**src/rtl/acc_cpu_pkg.sv**
```systemverilog
package acc_cpu_pkg;

    localparam int WORD_W     = 24;
    localparam int BYTE_W     = 8;
    localparam int ADDR_W     = 15;
    localparam int WORD_BYTES = WORD_W / BYTE_W;
    localparam int CC_W       = 2;
    localparam int CNT_W      = $clog2(WORD_BYTES + 1);

    localparam logic [7:0] OPC_LDA  = 8'h00;
    localparam logic [7:0] OPC_LDX  = 8'h04;
    localparam logic [7:0] OPC_LDL  = 8'h08;
    localparam logic [7:0] OPC_STA  = 8'h0C;
    localparam logic [7:0] OPC_STX  = 8'h10;
    localparam logic [7:0] OPC_STL  = 8'h14;
    localparam logic [7:0] OPC_ADD  = 8'h18;
    localparam logic [7:0] OPC_SUB  = 8'h1C;
    localparam logic [7:0] OPC_COMP = 8'h28;
    localparam logic [7:0] OPC_JEQ  = 8'h30;
    localparam logic [7:0] OPC_JGT  = 8'h34;
    localparam logic [7:0] OPC_JLT  = 8'h38;
    localparam logic [7:0] OPC_J    = 8'h3C;
    localparam logic [7:0] OPC_JSUB = 8'h48;
    localparam logic [7:0] OPC_RSUB = 8'h4C;

    typedef enum logic [3:0] {
        OP_LDA, OP_LDX, OP_LDL, OP_STA, OP_STX, OP_STL,
        OP_ADD, OP_SUB, OP_COMP, OP_JEQ, OP_JGT, OP_JLT,
        OP_J, OP_JSUB, OP_RSUB, OP_BAD
    } op_e;

    typedef enum logic [CC_W-1:0] {
        CC_LT = 2'b00,
        CC_EQ = 2'b01,
        CC_GT = 2'b10
    } cc_e;

    typedef enum logic [2:0] {
        ST_FETCH, ST_DEC, ST_RD, ST_EX, ST_WR, ST_HALT
    } state_e;

    typedef struct packed {
        logic [7:0]        opc;
        logic              xflag;
        logic [ADDR_W-1:0] field;
    } instr_t;

    typedef struct packed {
        op_e  op;
        logic reads_mem;
        logic writes_mem;
        logic flow;
        logic bad;
    } dec_t;

    function automatic cc_e signed_cmp(input logic [WORD_W-1:0] lhs,
                                       input logic [WORD_W-1:0] rhs);
        if ($signed(lhs) < $signed(rhs))
            return CC_LT;
        else if (lhs == rhs)
            return CC_EQ;
        else
            return CC_GT;
    endfunction

endpackage

```
**src/rtl/acc_cpu_decoder.sv**
```systemverilog
module acc_cpu_decoder
    import acc_cpu_pkg::*;
(
    input  logic [7:0] opc,
    output dec_t       dec
);
    always_comb begin
        dec = '{op: OP_BAD, reads_mem: 1'b0, writes_mem: 1'b0, flow: 1'b0, bad: 1'b0};
        unique case (opc)
            OPC_LDA:  begin dec.op = OP_LDA;  dec.reads_mem = 1'b1; end
            OPC_LDX:  begin dec.op = OP_LDX;  dec.reads_mem = 1'b1; end
            OPC_LDL:  begin dec.op = OP_LDL;  dec.reads_mem = 1'b1; end
            OPC_ADD:  begin dec.op = OP_ADD;  dec.reads_mem = 1'b1; end
            OPC_SUB:  begin dec.op = OP_SUB;  dec.reads_mem = 1'b1; end
            OPC_COMP: begin dec.op = OP_COMP; dec.reads_mem = 1'b1; end
            OPC_STA:  begin dec.op = OP_STA;  dec.writes_mem = 1'b1; end
            OPC_STX:  begin dec.op = OP_STX;  dec.writes_mem = 1'b1; end
            OPC_STL:  begin dec.op = OP_STL;  dec.writes_mem = 1'b1; end
            OPC_JEQ:  begin dec.op = OP_JEQ;  dec.flow = 1'b1; end
            OPC_JGT:  begin dec.op = OP_JGT;  dec.flow = 1'b1; end
            OPC_JLT:  begin dec.op = OP_JLT;  dec.flow = 1'b1; end
            OPC_J:    begin dec.op = OP_J;    dec.flow = 1'b1; end
            OPC_JSUB: begin dec.op = OP_JSUB; dec.flow = 1'b1; end
            OPC_RSUB: begin dec.op = OP_RSUB; dec.flow = 1'b1; end
            default:  begin dec.op = OP_BAD;  dec.bad = 1'b1; end
        endcase
    end
endmodule

```
**src/rtl/acc_cpu_agen.sv**
```systemverilog
module acc_cpu_agen
    import acc_cpu_pkg::*;
(
    input  instr_t            ins,
    input  logic [WORD_W-1:0] xreg,
    output logic [ADDR_W-1:0] target
);
    logic [ADDR_W-1:0] offset;

    always_comb begin
        offset = ins.xflag ? xreg[ADDR_W-1:0] : '0;
        target = ins.field + offset;
    end
endmodule

```
**src/rtl/acc_cpu_alu.sv**
```systemverilog
module acc_cpu_alu
    import acc_cpu_pkg::*;
(
    input  op_e               op,
    input  logic [WORD_W-1:0] acc,
    input  logic [WORD_W-1:0] operand,
    output logic [WORD_W-1:0] result,
    output cc_e               cc
);
    always_comb begin
        result = (op == OP_SUB) ? acc - operand : acc + operand;
        cc     = signed_cmp(acc, operand);
    end
endmodule

```
**src/rtl/acc_cpu.sv**
```systemverilog
module acc_cpu
    import acc_cpu_pkg::*;
#(
    parameter logic [ADDR_W-1:0] RESET_PC = '0
) (
    input  logic              clk,
    input  logic              rst,
    output logic [ADDR_W-1:0] mem_addr,
    output logic              mem_re,
    output logic              mem_we,
    output logic [BYTE_W-1:0] mem_wdata,
    input  logic [BYTE_W-1:0] mem_rdata,
    output logic              retire,
    output logic              halted,
    output logic [WORD_W-1:0] dbg_a,
    output logic [WORD_W-1:0] dbg_x,
    output logic [WORD_W-1:0] dbg_l,
    output logic [WORD_W-1:0] dbg_pc,
    output logic [CC_W-1:0]   dbg_cc
);
    localparam logic [CNT_W-1:0]  CNT_RD_LAST = CNT_W'(WORD_BYTES);
    localparam logic [CNT_W-1:0]  CNT_WR_LAST = CNT_W'(WORD_BYTES - 1);
    localparam logic [ADDR_W-1:0] PC_STEP     = ADDR_W'(WORD_BYTES);
    localparam int                PAD_W       = WORD_W - ADDR_W;

    state_e            state;
    logic [CNT_W-1:0]  cnt;
    logic [ADDR_W-1:0] pc;
    logic [WORD_W-1:0] acc, xr, lr;
    cc_e               cc;
    instr_t            ir;
    logic [WORD_W-1:0] rd_buf;
    logic [WORD_W-1:0] wr_buf;
    logic [ADDR_W-1:0] ta_q;

    dec_t              dec;
    logic [ADDR_W-1:0] ta;
    logic [WORD_W-1:0] alu_res;
    cc_e               alu_cc;
    logic              taken;
    logic [WORD_W-1:0] store_src;

    acc_cpu_decoder u_dec (
        .opc (ir.opc),
        .dec (dec)
    );

    acc_cpu_agen u_agen (
        .ins    (ir),
        .xreg   (xr),
        .target (ta)
    );

    acc_cpu_alu u_alu (
        .op      (dec.op),
        .acc     (acc),
        .operand (rd_buf),
        .result  (alu_res),
        .cc      (alu_cc)
    );

    always_comb begin
        unique case (dec.op)
            OP_JEQ:          taken = (cc == CC_EQ);
            OP_JGT:          taken = (cc == CC_GT);
            OP_JLT:          taken = (cc == CC_LT);
            OP_J, OP_JSUB:   taken = 1'b1;
            default:         taken = 1'b0;
        endcase
        unique case (dec.op)
            OP_STX:  store_src = xr;
            OP_STL:  store_src = lr;
            default: store_src = acc;
        endcase
    end

    // Memory port and retire strobe
    always_comb begin
        mem_re    = 1'b0;
        mem_we    = 1'b0;
        retire    = 1'b0;
        mem_addr  = pc + ADDR_W'(cnt);
        mem_wdata = wr_buf[WORD_W-1 -: BYTE_W];
        unique case (state)
            ST_FETCH: mem_re = (cnt != CNT_RD_LAST);
            ST_DEC:   retire = dec.flow;
            ST_RD: begin
                mem_addr = ta_q + ADDR_W'(cnt);
                mem_re   = (cnt != CNT_RD_LAST);
            end
            ST_EX:    retire = 1'b1;
            ST_WR: begin
                mem_addr = ta_q + ADDR_W'(cnt);
                mem_we   = 1'b1;
                retire   = (cnt == CNT_WR_LAST);
            end
            default: ;
        endcase
    end

    always_ff @(posedge clk) begin
        if (rst) begin
            state  <= ST_FETCH;
            cnt    <= '0;
            pc     <= RESET_PC;
            acc    <= '0;
            xr     <= '0;
            lr     <= '0;
            cc     <= CC_LT;
            ir     <= '0;
            rd_buf <= '0;
            wr_buf <= '0;
            ta_q   <= '0;
        end else begin
            unique case (state)
                ST_FETCH: begin
                    if (cnt != '0)
                        ir <= {ir[WORD_W-BYTE_W-1:0], mem_rdata};
                    if (cnt == CNT_RD_LAST) begin
                        cnt   <= '0;
                        pc    <= pc + PC_STEP;
                        state <= ST_DEC;
                    end else begin
                        cnt <= cnt + 1'b1;
                    end
                end
                ST_DEC: begin
                    ta_q <= ta;
                    if (dec.bad) begin
                        state <= ST_HALT;
                    end else if (dec.reads_mem) begin
                        state <= ST_RD;
                    end else if (dec.writes_mem) begin
                        wr_buf <= store_src;
                        state  <= ST_WR;
                    end else begin
                        if (dec.op == OP_RSUB)
                            pc <= lr[ADDR_W-1:0];
                        else if (taken)
                            pc <= ta;
                        if (dec.op == OP_JSUB)
                            lr <= {{PAD_W{1'b0}}, pc};
                        state <= ST_FETCH;
                    end
                end
                ST_RD: begin
                    if (cnt != '0)
                        rd_buf <= {rd_buf[WORD_W-BYTE_W-1:0], mem_rdata};
                    if (cnt == CNT_RD_LAST) begin
                        cnt   <= '0;
                        state <= ST_EX;
                    end else begin
                        cnt <= cnt + 1'b1;
                    end
                end
                ST_EX: begin
                    unique case (dec.op)
                        OP_LDA:         acc <= rd_buf;
                        OP_LDX:         xr  <= rd_buf;
                        OP_LDL:         lr  <= rd_buf;
                        OP_ADD, OP_SUB: acc <= alu_res;
                        OP_COMP:        cc  <= alu_cc;
                        default: ;
                    endcase
                    state <= ST_FETCH;
                end
                ST_WR: begin
                    wr_buf <= wr_buf << BYTE_W;
                    if (cnt == CNT_WR_LAST) begin
                        cnt   <= '0;
                        state <= ST_FETCH;
                    end else begin
                        cnt <= cnt + 1'b1;
                    end
                end
                default: state <= ST_HALT;
            endcase
        end
    end

    assign halted = (state == ST_HALT);
    assign dbg_a  = acc;
    assign dbg_x  = xr;
    assign dbg_l  = lr;
    assign dbg_pc = {{PAD_W{1'b0}}, pc};
    assign dbg_cc = cc;

endmodule

```
**config.mk**
```make
export PLATFORM = sky130hd
export DESIGN_NAME = acc_cpu
export DESIGN_NICKNAME = d
export VERILOG_FILES = /design/src/rtl/acc_cpu_pkg.sv /design/src/rtl/acc_cpu_decoder.sv /design/src/rtl/acc_cpu_agen.sv /design/src/rtl/acc_cpu_alu.sv /design/src/rtl/acc_cpu.sv
export SDC_FILE = /design/constraint.sdc
export NUM_CORES = 1
export LEC_CHECK = 0
export BUFFER_PORTS_ARGS = -buffer_cell sky130_fd_sc_hd__buf_2
export CORE_MARGIN = 2
export CORE_UTILIZATION = 40
export CTS_CLUSTER_SIZE = 12
export DETAILED_ROUTE_END_ITERATION = 8
export REMOVE_ABC_BUFFERS = 1
export SLEW_MARGIN = 10
export SYNTH_ARGS = -nofsm -noshare
export SYNTH_HDL_FRONTEND = slang
export SYNTH_SLANG_ARGS = --single-unit
export TNS_END_PERCENT = 100
```
**constraint.sdc**
```tcl
create_clock -name clk -period 3.1 [get_ports clk]
set_input_delay 0.155 -clock clk [delete_from_list [all_inputs] [get_ports clk]]
set_output_delay 0.155 -clock clk [all_outputs]
set_load 0.01 [all_outputs]
```
Word level (Yosys, flattened, before mapping). Cells that the tools add are included.

Bits in registers: 181. Bits of input ports: 10. Output and inout port bits: 125. Word-level logic and storage cells: 138.

$add $sub $neg: 7. $lt $le $gt $ge: 1. Equality and inequality tests: 48. Mux-type cells: 42. Reduce and logical (&&, ||, !) cells: 27.

Operators by type and width (count): $mux W24 (9); $pmux W24 S2 (4); $mux W15 (8); $pmux W4 S15 (1); $eq A8 B6 Y1 const B (5); $eq A8 B5 Y1 const B (4); $add A15 B2 Y15 (2); $pmux W15 S2 (1); $eq A4 B4 Y1 const B (7); $add A24 B24 Y24 (1); $eq A24 B24 Y1 (1); $lt A24 B24 Y1 (1); $sub A24 B24 Y24 (1); $mux W3 (6); $ne A2 B2 Y1 const B (9); $eq A4 B3 Y1 const B (4); $eq A8 B4 Y1 const B (2); $eq A8 B7 Y1 const B (2); $add A15 B15 Y15 (1); $add A15 B2 Y15 const B (1); $pmux W3 S5 (1); $reduce_or A15 Y1 (1); $reduce_and A6 Y1 (2); $reduce_bool A2 Y1 (6); 26 further kinds (45).

Logic depth before layout (Yosys ltp).
Depth after elaboration: 11. Depth in mapped cells: 16. Mapped depth without buffers: 14.

Modules after synthesis. A second synthesis with hierarchy kept.

Cells, all modules: 1691. Area total of the unflattened synthesis: 12768.5 um^2.

By module, submodules not included: acc_cpu (times used 1, cells each 1143, area an instance 9080.0 um^2, seq. area each 3623.5 um^2); acc_cpu_alu (times used 1, cells each 409, area an instance 2707.6 um^2, seq. area each 0.0 um^2); acc_cpu_agen (times used 1, cells each 101, area an instance 758.2 um^2, seq. area each 0.0 um^2); acc_cpu_decoder (times used 1, cells each 38, area an instance 222.7 um^2, seq. area each 0.0 um^2).

Least setup slack after synthesis. Ideal clock, no wire load.

Kind: flip-flop to output port. From: reg state[2]. To: out mem_addr[13]. Arrival: 3181 ps. Required time: 2945 ps. Setup slack: -236 ps. Cell stages (with the launch flop): 15. Path buffers: 4. Cell sequence: dfxtp_1 > clkbuf_1 > nand2b_1 > a21oi_1 > buf_2 > buf_1 > clkbuf_1 > o21ai_0 > ha_1 > a21o_1 > nand4_1 > nor2_1 > nand3_1 > xor2_1 > o21ai_1.

Word-level cells in the longest chain between the ends: 3.

Ends and longest elaborated chain: start: declaration (line acc_cpu.sv:26) `state_e state;`; start signal: assignment (line acc_cpu.sv:103) `state <= ST_FETCH;`; start signal: assignment (line acc_cpu.sv:122) `state <= ST_DEC;`; start signal: assignment (line acc_cpu.sv:130) `state <= ST_HALT;`; $eq A3 B3 Y1 / $eq A3 B2 Y1 (equally long branches) (line acc_cpu.sv:84) `unique case (state)`; $reduce_or A2 Y1 (no line) (*); $mux W15 (*); end: declaration (line acc_cpu.sv:8) `output logic [ADDR_W-1:0] mem_addr,`.

Mark *: on every way between the ends. The rest lies on a longest branch, timed or not.

Final worst setup path.
From: reg rd_buf[9]. To: reg acc[19], in the netlist dbg_a[19].

Word-level cells in the longest chain between the ends: 3.

Ends and longest elaborated chain: start: declaration (line acc_cpu.sv:32) `logic [WORD_W-1:0] rd_buf;`; start signal: assignment (line acc_cpu.sv:148) `rd_buf <= {rd_buf[WORD_W-BYTE_W-1:0], mem_rdata};`; $add A24 B24 Y24 / $sub A24 B24 Y24 (equally long branches) (line acc_cpu_alu.sv:11) `result = (op == OP_SUB) ? acc - operand : acc + operand;`; $mux W24 (*) (line acc_cpu_alu.sv:11); $pmux W24 S2 (*) (line acc_cpu.sv:157) `unique case (dec.op)`; end signal: assignment (line acc_cpu.sv:158) `OP_LDA: acc <= rd_buf;`; end signal: assignment (line acc_cpu.sv:161) `OP_ADD, OP_SUB: acc <= alu_res;`; end: declaration (line acc_cpu.sv:29) `logic [WORD_W-1:0] acc, xr, lr;`.

Marks and branches as above. A chain may end at the register's enable or synchronous reset.

==> results.ini <==
[logic_synthesis]
syn_inst=1691
synth_mux_area_share_pct=1.567
synth_fa_ha_area_share_pct=7.670
ys_seq_elements=181
async_reset_ff_share_pct=0
synth_top_family_by_area=compound AO/OA/AOI/OAI gates
synth_flop_cell=dfxtp_1
synthSimpleGateAreaFrac_pct=24.69
synth_xor_xnor_area_share_pct=3.608
synth_compound_area_share_pct=25.35
syn_area_per_cell_um2=7.177
yosysWarnings=0
syn_area_um2=12140
ys_seq_area_share_pct=29.86
synth_edf_count=0
yosys.cell_types.count=79

[worst_setup_path]
endpoint=dbg_a[19]
path_max_fanout=8
reg2reg_to=dbg_a[19]
r2r_cells=13
crit_start=rd_buf[9]
cp.required_ns=3.46
worst_path_max_delay_cell=ha_1
start_kind=flop
slowest_delay_ns=0.44
crit_chain=inv_1 -> ha_1 -> nand4_1 -> a211oi_1 -> o21ai_0 -> a21oi_1 -> nor4_1 -> buf_4 -> nor3_1 -> o21bai_1 -> xor2_1 -> nand2_1 -> a311oi_2
timing.rr.start=rd_buf[9]
rrSetupSlack_ns=0.14
end_kind=flop
worstSetupPathType=reg2reg
cp.arrival_ns=3.32

[floorplan]
die_h_um=178.2
fp.dieArea_um2=31750
placementRows=63
die_w_um=178.2
core_um2=29800
start_util_pct=40.73
ioPinCount=135

[finish]
drive_gt1_share_pct=15.61
fin_area_um2=14000
final_core_util_pct=46.99
stdcell_count=2184
num_antenna_cells=0
layout.nets=1864
area_delta_synth_final_pct=15.36
fillers=3095

[route]
wl_per_cell_um=19.19
viasPerCell=5.725
drt_first_pass_iters=5
drc=0
initialDrtViolationCount=1089
via_count=12504
drt_wl_total_um=41910
drtAntennaViolNets=0

[placement]
dp_hpwl_um=30550
gp_congestion=0.9393
dpl_worst_slack_ns=0.04852
dp.cells=2143
placed_cell_area_um2=13220
port_buffers=125

[sta]
rsz0062_at_grt=false
min_period_over_period_pct=95.36
max-slew-margin-rel_pct=43.16
hold_slack_ns=0.1717
hold_violations=0
worst_slack_ns=0.1438
layout_min_cycle_time_ns=2.956
setup_viol=0
drv_slew=0
tightest_slew_ns=0.8506
skew_ns=0.01628
timing.fmax_mhz=338.3
setup_tns_ns=0

[clocking]
clkTransAtPathRegs_ns=0.08
clk_latency_ns=0.45
cts_max_level=4
cts_tree=yes
cts_buffers=17
clock_path_buffers=2
root_buffer=clkbuf_16
clkSinkCount=181

[hold_path]
min_path_type=in2reg

[global_route]
grt.overflow.total=0
grt_max_degree=129
first_global_vias=11526
antenna_found_initial=0
grt_pass1_wl_um=64910
grtUsageTotal_pct=26.25

[flow_run]
cap_violations=0

[power_and_ir_drop]
leakage_nw=5.561
max-vdd-ir-drop_mv=0.3763
power_density_nw_per_um2=396.5
finalPower_mw=5.552

[run_status]
outcome=finished clean

[worst min path at each step]
stage | from | to | cells past startpoint
finish | rst | ta_q[6] | 2
global route | rst | ta_q[6] | 2
CTS | rst | ta_q[6] | 2
detailed placement | mem_rdata[4] | ir[4] | 3
global placement | mem_rdata[3] | ir[3] | 3
floorplan | rst | dbg_a[19] | 1
[metal layers]
metal,vias up,wire length (um),track usage [%]
li1,6050,-,-
met1,5968,19700,37.42
met2,423,18480,39.87
met3,63,2670,4.476
met4,0,1069,9.011
met5,-,0,0
[cell type report]
type                       count  area, um^2  area share [%]
timing repair buffer         206        1314           9.383
clock buffer                  21       460.4           3.289
multi-input combinational   1321        7789           55.63
sequential                   181        3626           25.90
inverter                      55       206.4           1.475
tap                          390       488.0           3.485
clock inverter                10       117.6          0.8400
[registers in the layout (all words and copies together), names as in the netlist]
| signal | count |
|---|---|
| dbg_a | 24 |
| dbg_x | 24 |
| cnt | 2 |
| state | 3 |
| dbg_l | 24 |
| ir | 24 |
| ta_q | 15 |
| pc | 15 |
| dbg_cc | 2 |
| rd_buf | 24 |
| wr_buf | 24 |
[layout by cell type (no fill, tap or decap), types with 7 or more instances in the layout]
master / synthesis / final
a211oi_1: 10 / 9
a21o_1: 16 / 15
a21oi_1: 191 / 190
a22oi_1: 29 / 29
a311oi_1: 20 / 19
a31oi_1: 23 / 23
and2_1: 17 / 17
buf_2: 32 / 124
buf_4: 22 / 69
clkbuf_16: 0 / 17
conb_1: 1 / 9
dfxtp_1: 181 / 179
dlygate4sd3_1: 0 / 8
ha_1: 68 / 67
inv_1: 55 / 54
mux2i_1: 19 / 19
nand2_1: 278 / 277
nand2b_1: 13 / 11
nand3_1: 48 / 48
nand4_1: 12 / 12
nor2_1: 206 / 203
nor2b_1: 15 / 15
nor3_1: 30 / 30
nor4_1: 10 / 9
o211ai_1: 25 / 25
o21a_1: 7 / 7
o21ai_0: 96 / 94
o21ai_1: 10 / 8
o21bai_1: 9 / 9
o31ai_1: 8 / 7
or3_1: 7 / 7
xnor2_1: 29 / 29
xor2_1: 21 / 21
[repair_timing]
action	in CTS	in global routing
resized for setup	4	20
setup endpoints to repair	1	14
hold endpoints to repair	14	0
hold buffers	8	0
pin swaps	1	4
buffers inserted	0	2
[cells in the mapped netlist, types with 7 or more instances]
cell,n,area [um^2]
a211oi_1,10,75.07
a21o_1,16,120.1
a21oi_1,191,955.9
a22oi_1,29,217.7
a311oi_1,20,175.2
a31oi_1,23,143.9
and2_1,17,106.4
buf_2,32,160.2
buf_4,22,165.2
clkbuf_1,84,315.3
dfxtp_1,181,3623
ha_1,68,850.8
inv_1,55,206.5
mux2i_1,19,190.2
nand2_1,278,1044
nand2b_1,13,81.33
nand3_1,48,240.2
nand4_1,12,75.07
nor2_1,206,773.2
nor2b_1,15,93.84
nor3_1,30,150.1
nor4_1,10,62.56
o211ai_1,25,187.7
o21a_1,7,52.55
o21ai_0,96,480.5
o21ai_1,10,50.05
o21bai_1,9,67.56
o31ai_1,8,60.06
or3_1,7,43.79
xnor2_1,29,254.0
xor2_1,21,183.9
[where the power goes]
part,internal [mW],switching [mW]
registers,2.38,0.0884
clock network,1.17,1.05
logic,0.291,0.562
total,3.85,1.70
[cell families after synthesis]
| logic type | count (synthesis) |
|---|---|
| buf+inv | 197 |
| other cells | 1 |
| xor+xnor | 50 |
| mux | 19 |
| simple gates | 674 |
| compound gates | 497 |
| flops | 181 |
| fa+ha+maj | 72 |
[critical path, delay by kind of cell, from the launching register on]
kind | cells | cell delay, ns
flops | 1 | 0.33
simple gates | 4 | 0.69
xor+xnor | 1 | 0.15
compound gates | 5 | 1.06
fa+ha+maj | 1 | 0.44
buf+inv | 2 | 0.21
Power figures use the tool's default switching activity.
